**config.mk**
```make
export PLATFORM = sky130hd
export DESIGN_NAME = clkdiv_channel
export DESIGN_NICKNAME = d
export VERILOG_FILES = /design/src/rtl/clkdiv_pkg.sv /design/src/rtl/clkdiv_sync_ctrl.sv /design/src/rtl/clkdiv_phase_counter.sv /design/src/rtl/clkdiv_out_select.sv /design/src/rtl/clkdiv_channel.sv
export SDC_FILE = /design/constraint.sdc
export NUM_CORES = 1
export LEC_CHECK = 0
export BUFFER_PORTS_ARGS = -buffer_cell sky130_fd_sc_hd__buf_2
export CORE_UTILIZATION = 35
export DETAILED_ROUTE_END_ITERATION = 7
export PLACE_DENSITY = 0.65
export RECOVER_POWER = 100
export SETUP_SLACK_MARGIN = 0.02
export SLEW_MARGIN = 30
export SYNTH_ARGS = -nofsm -noshare
export SYNTH_HDL_FRONTEND = slang
export SYNTH_HIERARCHICAL = 1
export SYNTH_SLANG_ARGS = --single-unit
```
**constraint.sdc**
```tcl
create_clock -name clk -period 6.05 [get_ports clk]
set_input_delay 1.21 -clock clk [delete_from_list [all_inputs] [get_ports clk]]
set_output_delay 1.21 -clock clk [all_outputs]
set_load 0.01 [all_outputs]
```
**src/rtl/clkdiv_pkg.sv**
```systemverilog
`timescale 1ns/1ps
package clkdiv_pkg;

  // Global route select encodings; the values are decoded by the output selector.
  typedef enum logic [1:0] {
    SRC_ALT_B   = 2'b00,
    SRC_DIVIDER = 2'b01,
    SRC_ALT_A   = 2'b10,
    SRC_RSVD    = 2'b11
  } route_sel_e;

  typedef enum logic [1:0] {
    OSRC_DIV,
    OSRC_ALT_A,
    OSRC_ALT_B
  } out_src_e;

  // Chooses which source feeds the channel.
  function automatic out_src_e pick_source(input logic direct, input route_sel_e sel);
    if (!direct)                 return OSRC_DIV;
    else if (sel == SRC_ALT_A)   return OSRC_ALT_A;
    else if (sel == SRC_ALT_B)   return OSRC_ALT_B;
    else                         return OSRC_DIV;
  endfunction

endpackage

```
**src/rtl/clkdiv_sync_ctrl.sv**
```systemverilog
`timescale 1ns/1ps
module clkdiv_sync_ctrl #(
  parameter int CNT_W = 4
) (
  input  logic             clk,
  input  logic             rst_n,
  input  logic             idle,
  input  logic             sync_req,
  input  logic             sync_ignore,
  input  logic [CNT_W-1:0] phase_ofs,
  output logic             hold,
  output logic             ofs_wait,
  output logic             run
);

  logic [CNT_W-1:0] ofs_cnt;

  assign hold     = !idle && sync_req && !sync_ignore;
  assign ofs_wait = !idle && !hold && (ofs_cnt != '0);
  assign run      = !idle && !hold && (ofs_cnt == '0);

  always_ff @(posedge clk or negedge rst_n) begin
    if (!rst_n) begin
      ofs_cnt <= '0;
    end else if (idle) begin
      ofs_cnt <= '0;
    end else if (hold) begin
      ofs_cnt <= phase_ofs;
    end else if (ofs_wait) begin
      ofs_cnt <= ofs_cnt - 1'b1;
    end
  end

  AST_OFS_LOADED_IN_HOLD: assert property (@(posedge clk) disable iff (!rst_n)
    hold |=> (ofs_cnt == $past(phase_ofs)));

  AST_IDLE_CLEARS_OFS: assert property (@(posedge clk) disable iff (!rst_n)
    idle |=> (ofs_cnt == '0));

endmodule

```
**src/rtl/clkdiv_phase_counter.sv**
```systemverilog
`timescale 1ns/1ps
module clkdiv_phase_counter #(
  parameter int CNT_W      = 4,
  parameter int RST_LOW_M1 = 3
) (
  input  logic             clk,
  input  logic             rst_n,
  input  logic             idle,
  input  logic             hold,
  input  logic             run,
  input  logic             start_high,
  input  logic [CNT_W-1:0] high_m1,
  input  logic [CNT_W-1:0] low_m1,
  output logic             phase_hi,
  output logic             phase_end
);

  localparam logic [CNT_W-1:0] RST_LEN = CNT_W'(RST_LOW_M1);

  logic [CNT_W-1:0] cnt;
  logic [CNT_W-1:0] cur_len;

  // Length (minus one) of the phase whose level is hi_next.
  function automatic logic [CNT_W-1:0] len_for(input logic hi_next,
                                               input logic [CNT_W-1:0] hi_m1,
                                               input logic [CNT_W-1:0] lo_m1);
    return hi_next ? hi_m1 : lo_m1;
  endfunction

  assign phase_end = run && (cnt == cur_len);

  always_ff @(posedge clk or negedge rst_n) begin
    if (!rst_n) begin
      phase_hi <= 1'b0;
      cnt      <= '0;
      cur_len  <= RST_LEN;
    end else if (idle) begin
      phase_hi <= 1'b0;
      cnt      <= '0;
      cur_len  <= low_m1;
    end else if (hold) begin
      phase_hi <= start_high;
      cnt      <= '0;
      cur_len  <= len_for(start_high, high_m1, low_m1);
    end else if (phase_end) begin
      phase_hi <= !phase_hi;
      cnt      <= '0;
      cur_len  <= len_for(!phase_hi, high_m1, low_m1);
    end else if (run) begin
      cnt <= cnt + 1'b1;
    end
  end

  AST_CNT_WITHIN_LEN: assert property (@(posedge clk) disable iff (!rst_n)
    cnt <= cur_len);

  AST_END_FLIPS_LEVEL: assert property (@(posedge clk) disable iff (!rst_n)
    phase_end |=> (phase_hi != $past(phase_hi)));

  AST_LEN_STABLE_MIDPHASE: assert property (@(posedge clk) disable iff (!rst_n)
    (!phase_end && !hold && !idle) |=> $stable(cur_len));

  AST_HOLD_AT_START: assert property (@(posedge clk) disable iff (!rst_n)
    hold |=> (phase_hi == $past(start_high)) && (cnt == '0));

endmodule

```
**src/rtl/clkdiv_out_select.sv**
```systemverilog
`timescale 1ns/1ps
module clkdiv_out_select
  import clkdiv_pkg::*;
(
  input  logic       clk,
  input  logic       rst_n,
  input  logic       pwrdn,
  input  logic       direct,
  input  logic [1:0] route_sel,
  input  logic       alt_a,
  input  logic       alt_b,
  input  logic       bypass,
  input  logic       sync_ignore,
  input  logic       force_high,
  input  logic       phase_hi,
  output logic       div_out
);

  out_src_e src;
  logic     div_path;

  assign src = pick_source(direct, route_sel_e'(route_sel));

  always_comb begin
    if (bypass)                         div_path = 1'b1;
    else if (sync_ignore && force_high) div_path = 1'b1;
    else                                div_path = phase_hi;
  end

  always_comb begin
    if (pwrdn) begin
      div_out = 1'b0;
    end else begin
      unique case (src)
        OSRC_ALT_A: div_out = alt_a;
        OSRC_ALT_B: div_out = alt_b;
        default:    div_out = div_path;
      endcase
    end
  end

  AST_PWRDN_LOW: assert property (@(posedge clk) disable iff (!rst_n)
    pwrdn |-> !div_out);

  AST_FORCE_HIGH: assert property (@(posedge clk) disable iff (!rst_n)
    (!pwrdn && !direct && !bypass && sync_ignore && force_high) |-> div_out);

endmodule

```
**src/rtl/clkdiv_channel.sv**
```systemverilog
`timescale 1ns/1ps
module clkdiv_channel #(
  parameter int CNT_W      = 4,
  parameter int RST_LOW_M1 = 3
) (
  input  logic             clk,
  input  logic             rst_n,
  input  logic             sync_req,
  input  logic [CNT_W-1:0] cfg_low_m1,
  input  logic [CNT_W-1:0] cfg_high_m1,
  input  logic [CNT_W-1:0] cfg_phase_ofs,
  input  logic             cfg_start_high,
  input  logic             cfg_sync_ignore,
  input  logic             cfg_force_high,
  input  logic             cfg_bypass,
  input  logic             cfg_pwrdn,
  input  logic             cfg_direct,
  input  logic [1:0]       route_sel,
  input  logic             alt_src_a,
  input  logic             alt_src_b,
  output logic             div_out
);

  // Internal events, named for the assertions.
  logic ctr_idle;
  logic sync_hold;
  logic ofs_wait;
  logic ctr_run;
  logic phase_hi;
  logic phase_end;

  assign ctr_idle = cfg_pwrdn || cfg_bypass;

  clkdiv_sync_ctrl #(.CNT_W(CNT_W)) i_sync (
    .clk        (clk),
    .rst_n      (rst_n),
    .idle       (ctr_idle),
    .sync_req   (sync_req),
    .sync_ignore(cfg_sync_ignore),
    .phase_ofs  (cfg_phase_ofs),
    .hold       (sync_hold),
    .ofs_wait   (ofs_wait),
    .run        (ctr_run)
  );

  clkdiv_phase_counter #(.CNT_W(CNT_W), .RST_LOW_M1(RST_LOW_M1)) i_cnt (
    .clk       (clk),
    .rst_n     (rst_n),
    .idle      (ctr_idle),
    .hold      (sync_hold),
    .run       (ctr_run),
    .start_high(cfg_start_high),
    .high_m1   (cfg_high_m1),
    .low_m1    (cfg_low_m1),
    .phase_hi  (phase_hi),
    .phase_end (phase_end)
  );

  clkdiv_out_select i_sel (
    .clk        (clk),
    .rst_n      (rst_n),
    .pwrdn      (cfg_pwrdn),
    .direct     (cfg_direct),
    .route_sel  (route_sel),
    .alt_a      (alt_src_a),
    .alt_b      (alt_src_b),
    .bypass     (cfg_bypass),
    .sync_ignore(cfg_sync_ignore),
    .force_high (cfg_force_high),
    .phase_hi   (phase_hi),
    .div_out    (div_out)
  );

  AST_WAIT_FREEZES_PHASE: assert property (@(posedge clk) disable iff (!rst_n)
    ofs_wait |=> $stable(phase_hi));

  AST_IGNORED_SYNC_RUNS: assert property (@(posedge clk) disable iff (!rst_n)
    (cfg_sync_ignore && !ctr_idle) |-> !sync_hold);

  AST_IDLE_PARKS_LOW: assert property (@(posedge clk) disable iff (!rst_n)
    ctr_idle |=> !phase_hi);

  AST_NO_END_WHEN_STOPPED: assert property (@(posedge clk) disable iff (!rst_n)
    (sync_hold || ofs_wait || ctr_idle) |-> !phase_end);

endmodule

```
-- After elaboration in Yosys (flattened, before gate mapping)
Cells that the tools add are included.
Widths: inputs -> output; s select.
- register bits: 13
- output and inout port bits: 1
- add/subtract/negate cells: 2
- equality and inequality tests: 4
- mux-type cells: 22
- reduce and logical (&&, ||, !) cells: 18
- operator list (kind ; count):
    $mux 4 ; 12
    $reduce_bool 4->1 ; 2
    $logic_and 1x1->1 ; 7
    $mux 1 ; 6
    $mux 2 ; 3
    $reduce_bool 3->1 ; 2
    $add 4x1->4 const B ; 1
    $eq 2x2->1 const B ; 2
    $eq 4x4->1 ; 1
    $logic_not 1->1 ; 4
    $logic_not 4->1 ; 1
    $sub 4x1->4 const B ; 1
    $eq 2x1->1 const B ; 1
    $logic_not 2->1 ; 1
    $pmux 1 s2 ; 1
    $logic_or 1x1->1 ; 1

-- Depth between registers and ports, before layout
Gate-level depths: netlist of run 1.
- word-level depth: 11
- depth in mapped cells: 7
- mapped depth without buffers: 7

-- By module
Netlist of run 1, hierarchy kept.
- by module, submodules not included (module ; instances ; cells an instance ; area each (µm²) ; seq. area each (µm²)):
    clkdiv_phase_counter ; 1 ; 43 ; 499.2 ; 227.7
    clkdiv_sync_ctrl ; 1 ; 31 ; 284.0 ; 100.1
    clkdiv_out_select ; 1 ; 4 ; 46.3 ; 0.0
    clkdiv_channel ; 1 ; 1 ; 6.3 ; 0.0

-- Least setup slack after synthesis of run 1
No wires, ideal clock.
- kind: in2out
- start: in cfg_direct
- end: out div_out
- arrival: 1.729 ns
- data required time: 4.840 ns
- path slack: 3.111 ns
- stages on the path: 3
- cell sequence: nor2b_4 > a2111oi_2 > a211oi_1
- longest elaborated chain between the ends: 4
- elaborated cells between the ends (all ways): 5
- classes of those cells: eq/ne: 2; mux: 3
- ends and longest elaborated chain (element ; RTL line ; RTL):
    start: declaration ; clkdiv_channel.sv:17 ; input logic cfg_direct,
    $mux 2 (*) ; clkdiv_pkg.sv:20 ; if (!direct) return OSRC_DIV;
    $eq 2x2->1 or $eq 2x1->1 (tied branches) ; clkdiv_out_select.sv:34 ; unique case (src)
    $pmux 1 s2 (*) ; clkdiv_out_select.sv:34 ;
    $mux 1 (*) ; clkdiv_out_select.sv:31 ; if (pwrdn) begin
    end: declaration ; clkdiv_channel.sv:21 ; output logic div_out
Every way passes the cells marked *; elsewhere a longest branch is shown, timed or not.

-- Worst setup path after layout of run 1
- start: in cfg_pwrdn
- end: reg i_cnt.cur_len[2]
- longest elaborated chain between the ends: 9
- elaborated cells between the ends (all ways): 11
- classes of those cells: mux: 2; reduce/logical: 9
- ends and longest elaborated chain (element ; RTL line ; RTL):
    start: declaration ; clkdiv_channel.sv:16 ; input logic cfg_pwrdn,
    $logic_or 1x1->1 (*) ; clkdiv_channel.sv:32 ; assign ctr_idle = cfg_pwrdn || cfg_bypass;
    named net ctr_idle ; clkdiv_channel.sv:25 ; logic ctr_idle;
    $logic_not 1->1 (*) ; clkdiv_sync_ctrl.sv:18, clkdiv_sync_ctrl.sv:20 ;
    $logic_and 1x1->1 (2 in series) ; clkdiv_sync_ctrl.sv:18 ; assign hold = !idle && sync_req && !sync_ignore;
    $logic_not 1->1 ; clkdiv_sync_ctrl.sv:20 ; assign run = !idle && !hold && (ofs_cnt == '0);
    $logic_and 1x1->1 (*) (2 in series) ; clkdiv_sync_ctrl.sv:20 ;
    named net ctr_run ; clkdiv_channel.sv:28 ; logic ctr_run;
    $logic_and 1x1->1 (*) ; clkdiv_phase_counter.sv:30 ; assign phase_end = run && (cnt == cur_len);
    $reduce_bool 3->1 (no line) (*) ; -- ;
    end signal: assignment ; clkdiv_phase_counter.sv:40 ; cur_len <= low_m1;
    end signal: assignment ; clkdiv_phase_counter.sv:44 ; cur_len <= len_for(start_high, high_m1, low_m1);
    end signal: assignment ; clkdiv_phase_counter.sv:48 ; cur_len <= len_for(!phase_hi, high_m1, low_m1);
    end: declaration ; clkdiv_phase_counter.sv:21 ; logic [CNT_W-1:0] cur_len;
Mark *: on every way through the listed nets, which the timed path passes. The rest lies on a longest branch.
A chain may end at the register's enable or synchronous reset.

==> summary.log, run 1 <==
qor: place.dpl.hpwl 1.32 mm
qor: power.comb_power_share 24.7%
qor: logic_synthesis.post_synth_instance_area 828 um^2
qor: clocking.worstSkewPairLatency 0.27 ns
qor: sta.setup_viol_count_final 0
qor: sta.tightest_slew 0.920 ns
qor: die.initial_core_util 37.4%
qor: power.power-per-cell-area 201 nW/um^2
qor: grt.via_count_of_the_first_global_routing_pass 671
qor: place.place.gp.congestion 0.765
qor: critical_path.timing.setup.critical_path_class in2reg
qor: clocking.cts_tree done
qor: grt.pin_count_of_the_biggest_net_entering_global_routing 14
qor: final_layout.layout_commonest_cell buf_2
qor: sta.grt_setup_unrepaired no
qor: place.portBuffers 25
qor: final_layout.syn_to_final_growth 20.4%
qor: power.netSwitchingFraction 27.2%
qor: route.drt_wl_total 1.66 mm
qor: logic_synthesis.number_of_warnings_printed_during_yosys_synthesis 6
qor: sta.fin_tns_setup 0 ns
qor: die.num_io_pins 26
qor: status.outcome complete, no violations
qor: flow_run.maxCapViolations 0
qor: place.numPlacedInstances 130
qor: die.area_of_the_core_region 2210 um^2
qor: hold_path.timing.hold.worst.class reg2reg
qor: sta.hold-worst-slack 0.539 ns
qor: final_layout.post-route-util 45.1%
qor: route.drtAntennaViolNets 0
qor: clocking.numCtsBuffers 3
qor: sta.timing.final.max_slew_violations 0
qor: power.vdd.ir_drop.worst 0.131 mV
qor: critical_path.critical_path_arrival 3.51 ns
qor: power.clkPwrFrac 26.4%
qor: logic_synthesis.synth.net_count 105
qor: critical_path.path_max_fanout 9
qor: sta.max_clock_freq 298 MHz
qor: route.post_drt_via_cell_ratio 4.96
qor: power.power_switching 0.0543 mW
qor: clocking.cts-root-buf clkbuf_4
qor: clocking.cts_max_level 1
qor: clocking.postCtsSetupBuffers 0
qor: sta.worst_clock_skew 0.00873 ns
qor: final_layout.nets 135
qor: critical_path.startpoint_type input port
qor: sta.finalHoldViolCount 0
qor: final_layout.filler_cell_count 224
qor: critical_path.regToRegSetupSlack 3.22 ns
qor: grt.grt_pass1_wl 2.79 mm
qor: power.leakage_power_of_the_design 0.428 nW
qor: power.p_seq_share 48.9%
qor: final_layout.layout_common_cells 22 x buf_2, 11 x dfrtp_1, 8 x mux2_2, 7 x xnor2_1, 7 x nor2_1
qor: logic_synthesis.gate_count_of_the_mapped_netlist 77
qor: die.dieWidth 50.6 um
qor: clocking.path_clk_slew 0.08 ns
qor: die.dieHeight 50.6 um
qor: final_layout.stdcell_count 134
qor: sta.period_share 55.5%
qor: route.drt_first_pass_iters 4
qor: route.drc_errors 0
qor: final_layout.antenna_cells_inserted 0
qor: power.internal_power 0.146 mW
qor: sta.slew-limit-headroom 38.0%
qor: final_layout.drive_gt1_share 36.8%
qor: clocking.cts_num_sinks 13
qor: grt.antenna_found_initial 0
qor: critical_path.worst_setup_path_end_kind flip-flop
qor: clocking.postCtsHoldBufs 0
qor: critical_path.worst-endpoint-required 6.21 ns
qor: sta.finalCriticalPeriod 3.36 ns
qor: route.drtIter0Drc 2
qor: route.wire_per_inst 12.4 um
qor: clocking.cts.repair.resized 0
qor: die.rows 17
qor: clocking.cts_buffer_depth 2
qor: grt.grt_usage 14.9%
qor: logic_synthesis.syn-mean-instance-area 10.8 um^2
qor: route.vias 665
qor: grt.globalRoute.totalOverflow 0
qor: die.fp.dieArea 2560 um^2
per-layer routing:
metal | vias up | wire length, um | GRT usage [%]
li1 | 331 | - | -
met1 | 313 | 668 | 16.3
met2 | 17 | 892 | 26.7
met3 | 4 | 59 | 2.73
met4 | 0 | 36 | 8.33
met5 | - | 0 | 0
power groups by stage:
stage	combinational (mW)	sequential [mW]	clock, mW
6_report	0.0495	0.0978	0.0528
2_1_floorplan	0.0355	0.0985	0
3_5_place_dp	0.0513	0.0996	0
3_3_place_gp	0.0500	0.0994	0
4_1_cts	0.0522	0.0979	0.0538
5_1_grt	0.0551	0.0988	0.0592
layout make-up:
class                   instances  area (um^2)  area share (%)
inverters                       3         11.3            1.13
clock buffers                   4         26.3            2.63
multi-input cells              61          475            47.7
well taps                      28         35.0            3.51
flip-flops and latches         13          328            32.9
repair buffers                 25          121            12.2
through the flow:
stage | area [um^2] | power, mW | worst slack [ns]
final | 997 | 0.200 | 2.69
after global routing | 997 | 0.213 | 2.53
after CTS | 1010 | 0.204 | 2.93
after detailed placement | 988 | 0.151 | 2.85
after global placement | 988 | 0.149 | 2.93
after floorplan | 828 | 0.134 | 3.11
path summary, 6_finish.rpt:
path / startpoint / endpoint / cells after the start
setup / recovery: cfg_pwrdn / i_cnt/cur_len[2] / 7
hold / removal: i_cnt/cur_len[3] / i_cnt/cur_len[3] / 1
setup reg to reg: i_sync/ofs_cnt[0] / i_cnt/cur_len[2] / 7
hold reg to reg: i_cnt/cur_len[3] / i_cnt/cur_len[3] / 1
max in group asynchronous: rst_n / i_sync/ofs_cnt[0] / 1
min in group asynchronous: rst_n / i_cnt/cur_len[3] / 1
sequential cells by signal, indices dropped and copies added (netlist names):
name / cells
i_cnt/cnt: 4
i_cnt/cur_len: 4
i_cnt/phase_hi: 1
i_sync/ofs_cnt: 4
critical path, cell delays in order:
cell and delay (ns):
buf_2 0.10, or2_0 0.34, nand2b_1 0.25, nor2_1 0.32, nand2_1 0.14, o21ai_0 0.75, mux2_2 0.41
Note: power is estimated with default switching activity, not from simulation.
==> run 2: changes to the inputs <==
ABC_AREA = 1   (was default)
PLACE_DENSITY = 0.64   (was 0.65)
clock period = 3.4 ns   (was 6.05 ns; I/O delays follow)
==> run 2 against run 1 <==
- largest cell class unchanged
- area after synthesis rose by 12%
- die area grew 12%
- synthesized cell count grew 87%
- cell count up 51%
- highest routed layer is now met3
- worst setup slack got worse by 1.6 ns
- register-to-register slack got worse by 2.0 ns
- worst hold slack lost 0.12 ns
- combinational power up 80%
- non-clock buffer count did not move
==> summary.log, run 2 <==
qor: status.outcome complete, no violations
qor: power.leakage_power_of_the_design 0.639 nW [+49%]
qor: final_layout.biggestRegsByFlops i_cnt/cnt (4), i_cnt/cur_len (4), i_sync/ofs_cnt (4)
qor: critical_path.r2r_start i_sync/ofs_cnt[0]
qor: sta.period_share 68.3%
qor: route.drtIter0Drc 15 [+13]
qor: clocking.numCtsBuffers 3 [unchanged]
qor: die.dieWidth 53.6 um [+5.8%]
qor: critical_path.critical_path.startpoint cfg_pwrdn
qor: critical_path.critical_path_arrival 2.53 ns [-0.98 ns]
qor: final_layout.post-route-util 43.8% [-1.2 points]
qor: grt.antenna_found_initial 0 [unchanged]
qor: sta.finalCriticalPeriod 2.32 ns
qor: route.drc_errors 0 [unchanged]
qor: final_layout.layout_commonest_cell nand2_1
qor: place.place.gp.congestion 0.810 [+5.8%]
qor: logic_synthesis.post_synth_instance_area 931 um^2 [+12%]
qor: critical_path.timing.setup.critical_path_class in2reg
qor: sta.grt_setup_unrepaired no
qor: final_layout.syn_to_final_growth 17.7%
qor: die.area_of_the_core_region 2500 um^2 [+13%]
qor: die.initial_core_util 37.2% [-0.21 points]
qor: logic_synthesis.syn-mean-instance-area 6.46 um^2 [-40%]
qor: sta.setup_viol_count_final 0 [unchanged]
qor: grt.grt_usage 16.1% [+1.2 points]
qor: die.fp.dieArea 2870 um^2 [+12%]
qor: clocking.worstSkewPairLatency 0.27 ns [about the same]
qor: clocking.cts-root-buf clkbuf_4
qor: route.drt_wl_total 1.91 mm [+15%]
qor: clocking.cts_num_sinks 13 [unchanged]
qor: clocking.cts_max_level 1 [unchanged]
qor: clocking.postCtsSetupBuffers 0 [unchanged]
qor: flow_run.maxCapViolations 0 [unchanged]
qor: hold_path.timing.hold.worst.class in2async
qor: critical_path.worst_setup_path_end_kind flip-flop
qor: sta.worst_clock_skew 0.00305 ns [-0.00568 ns]
qor: logic_synthesis.synth.net_count 172 [+64%]
qor: clocking.cts_tree done
qor: power.vdd.ir_drop.worst 0.180 mV [+38%]
qor: route.vias 908 [+37%]
qor: sta.max_clock_freq 431 MHz
qor: sta.tightest_slew 0.698 ns [-0.222 ns]
qor: sta.timing.final.max_slew_violations 0 [unchanged]
qor: logic_synthesis.number_of_warnings_printed_during_yosys_synthesis 6 [unchanged]
qor: clocking.path_clk_slew 0.09 ns [about the same]
qor: critical_path.startpoint_type input port
qor: sta.fin_tns_setup 0 ns [unchanged]
qor: grt.via_count_of_the_first_global_routing_pass 836 [+25%]
qor: grt.pin_count_of_the_biggest_net_entering_global_routing 14 [unchanged]
qor: final_layout.antenna_cells_inserted 0 [unchanged]
qor: route.post_drt_via_cell_ratio 4.47 [-9.9%]
qor: power.power-per-cell-area 332 nW/um^2 [+65%]
qor: final_layout.drive_gt1_share 22.0% [-15 points]
qor: clocking.cts_buffer_depth 2 [unchanged]
qor: die.rows 18 [+1]
qor: critical_path.worst-endpoint-required 3.61 ns [-2.60 ns]
qor: final_layout.nets 202 [+50%]
qor: die.num_io_pins 26 [unchanged]
qor: place.numPlacedInstances 199 [+53%]
qor: sta.finalHoldViolCount 0 [unchanged]
qor: final_layout.stdcell_count 203 [+51%]
qor: logic_synthesis.gate_count_of_the_mapped_netlist 144 [+87%]
qor: clocking.postCtsHoldBufs 0 [unchanged]
qor: critical_path.path_max_fanout 11 [+2]
qor: place.portBuffers 25 [unchanged]
qor: critical_path.worst_r2r_path_depth 10 [+3]
qor: clocking.cts.repair.resized 0 [unchanged]
qor: grt.grt_pass1_wl 3.41 mm [+22%]
qor: sta.slew-limit-headroom 53.5% [+15 points]
qor: route.drt_first_pass_iters 4 [unchanged]
qor: grt.globalRoute.totalOverflow 0 [unchanged]
qor: route.wire_per_inst 9.40 um [-24%]
qor: route.drtAntennaViolNets 0 [unchanged]
qor: die.dieHeight 53.6 um [+5.8%]
qor: final_layout.layout_common_cells 62 x nand2_1, 23 x buf_2, 19 x inv_1, 17 x nor2_1, 11 x dfrtp_1
qor: place.dpl.hpwl 1.55 mm [+18%]
==> run 2: layout make-up <==
class | count | area, um^2
multi-input cells | 108 | 494
clock buffers | 3 | 22.5
inverters | 23 | 86.3
fillers | 275 | 1400
flip-flops and latches | 13 | 328
well taps | 30 | 37.5
repair buffers | 25 | 123
clock inverters | 1 | 5.00
==> run 2: through the flow <==
stage	total power [mW]	hold slack (ns)	area, um^2	setup WS, ns
floorplan	0.244	0.384	931	1.60
global placement	0.273	0.481	1090	1.36
detailed placement	0.275	0.478	1090	1.31
CTS	0.372	0.284	1120	1.54
global route	0.393	0.477	1100	0.718
finish	0.363	0.415	1100	1.08
==> run 2: routing by layer <==
metal | track usage [%] | up-vias | routed length, um
li1 | - | 490 | -
met1 | 20.9 | 402 | 939
met2 | 27.7 | 16 | 908
met3 | 2.26 | 0 | 61
met4 | 4.39 | 0 | 0
met5 | 0 | - | 0
==> run 2: power by group <==
| group | internal, mW | total [mW] | switching (mW) |
|---|---|---|---|
| Combinational | 0.0374 | 0.0892 | 0.0517 |
| Clock | 0.0435 | 0.0963 | 0.0527 |
| Sequential | 0.168 | 0.178 | 0.0100 |
==> run 2: critical path, stage by stage <==
cell	delay, ns
buf_2	0.11
inv_1	0.04
nand2_1	0.13
inv_1	0.12
nand2_1	0.08
nor2_1	0.51
nand2_1	0.11
nor2_1	0.12
nand3_1	0.17
nand2_1	0.29
nand2_1	0.09
nand2_1	0.07
==> run 2: final timing paths <==
kind / endpoint / slack, ns
setup / recovery: i_cnt/cur_len[3] / 1.08
max in group asynchronous: i_cnt/cur_len[3] / 2.54
hold reg to reg: i_sync/ofs_cnt[0] / 0.49
min in group clk: i_sync/ofs_cnt[0] / 0.49
hold / removal: i_sync/ofs_cnt[3] / 0.41
setup reg to reg: i_cnt/cur_len[3] / 1.20
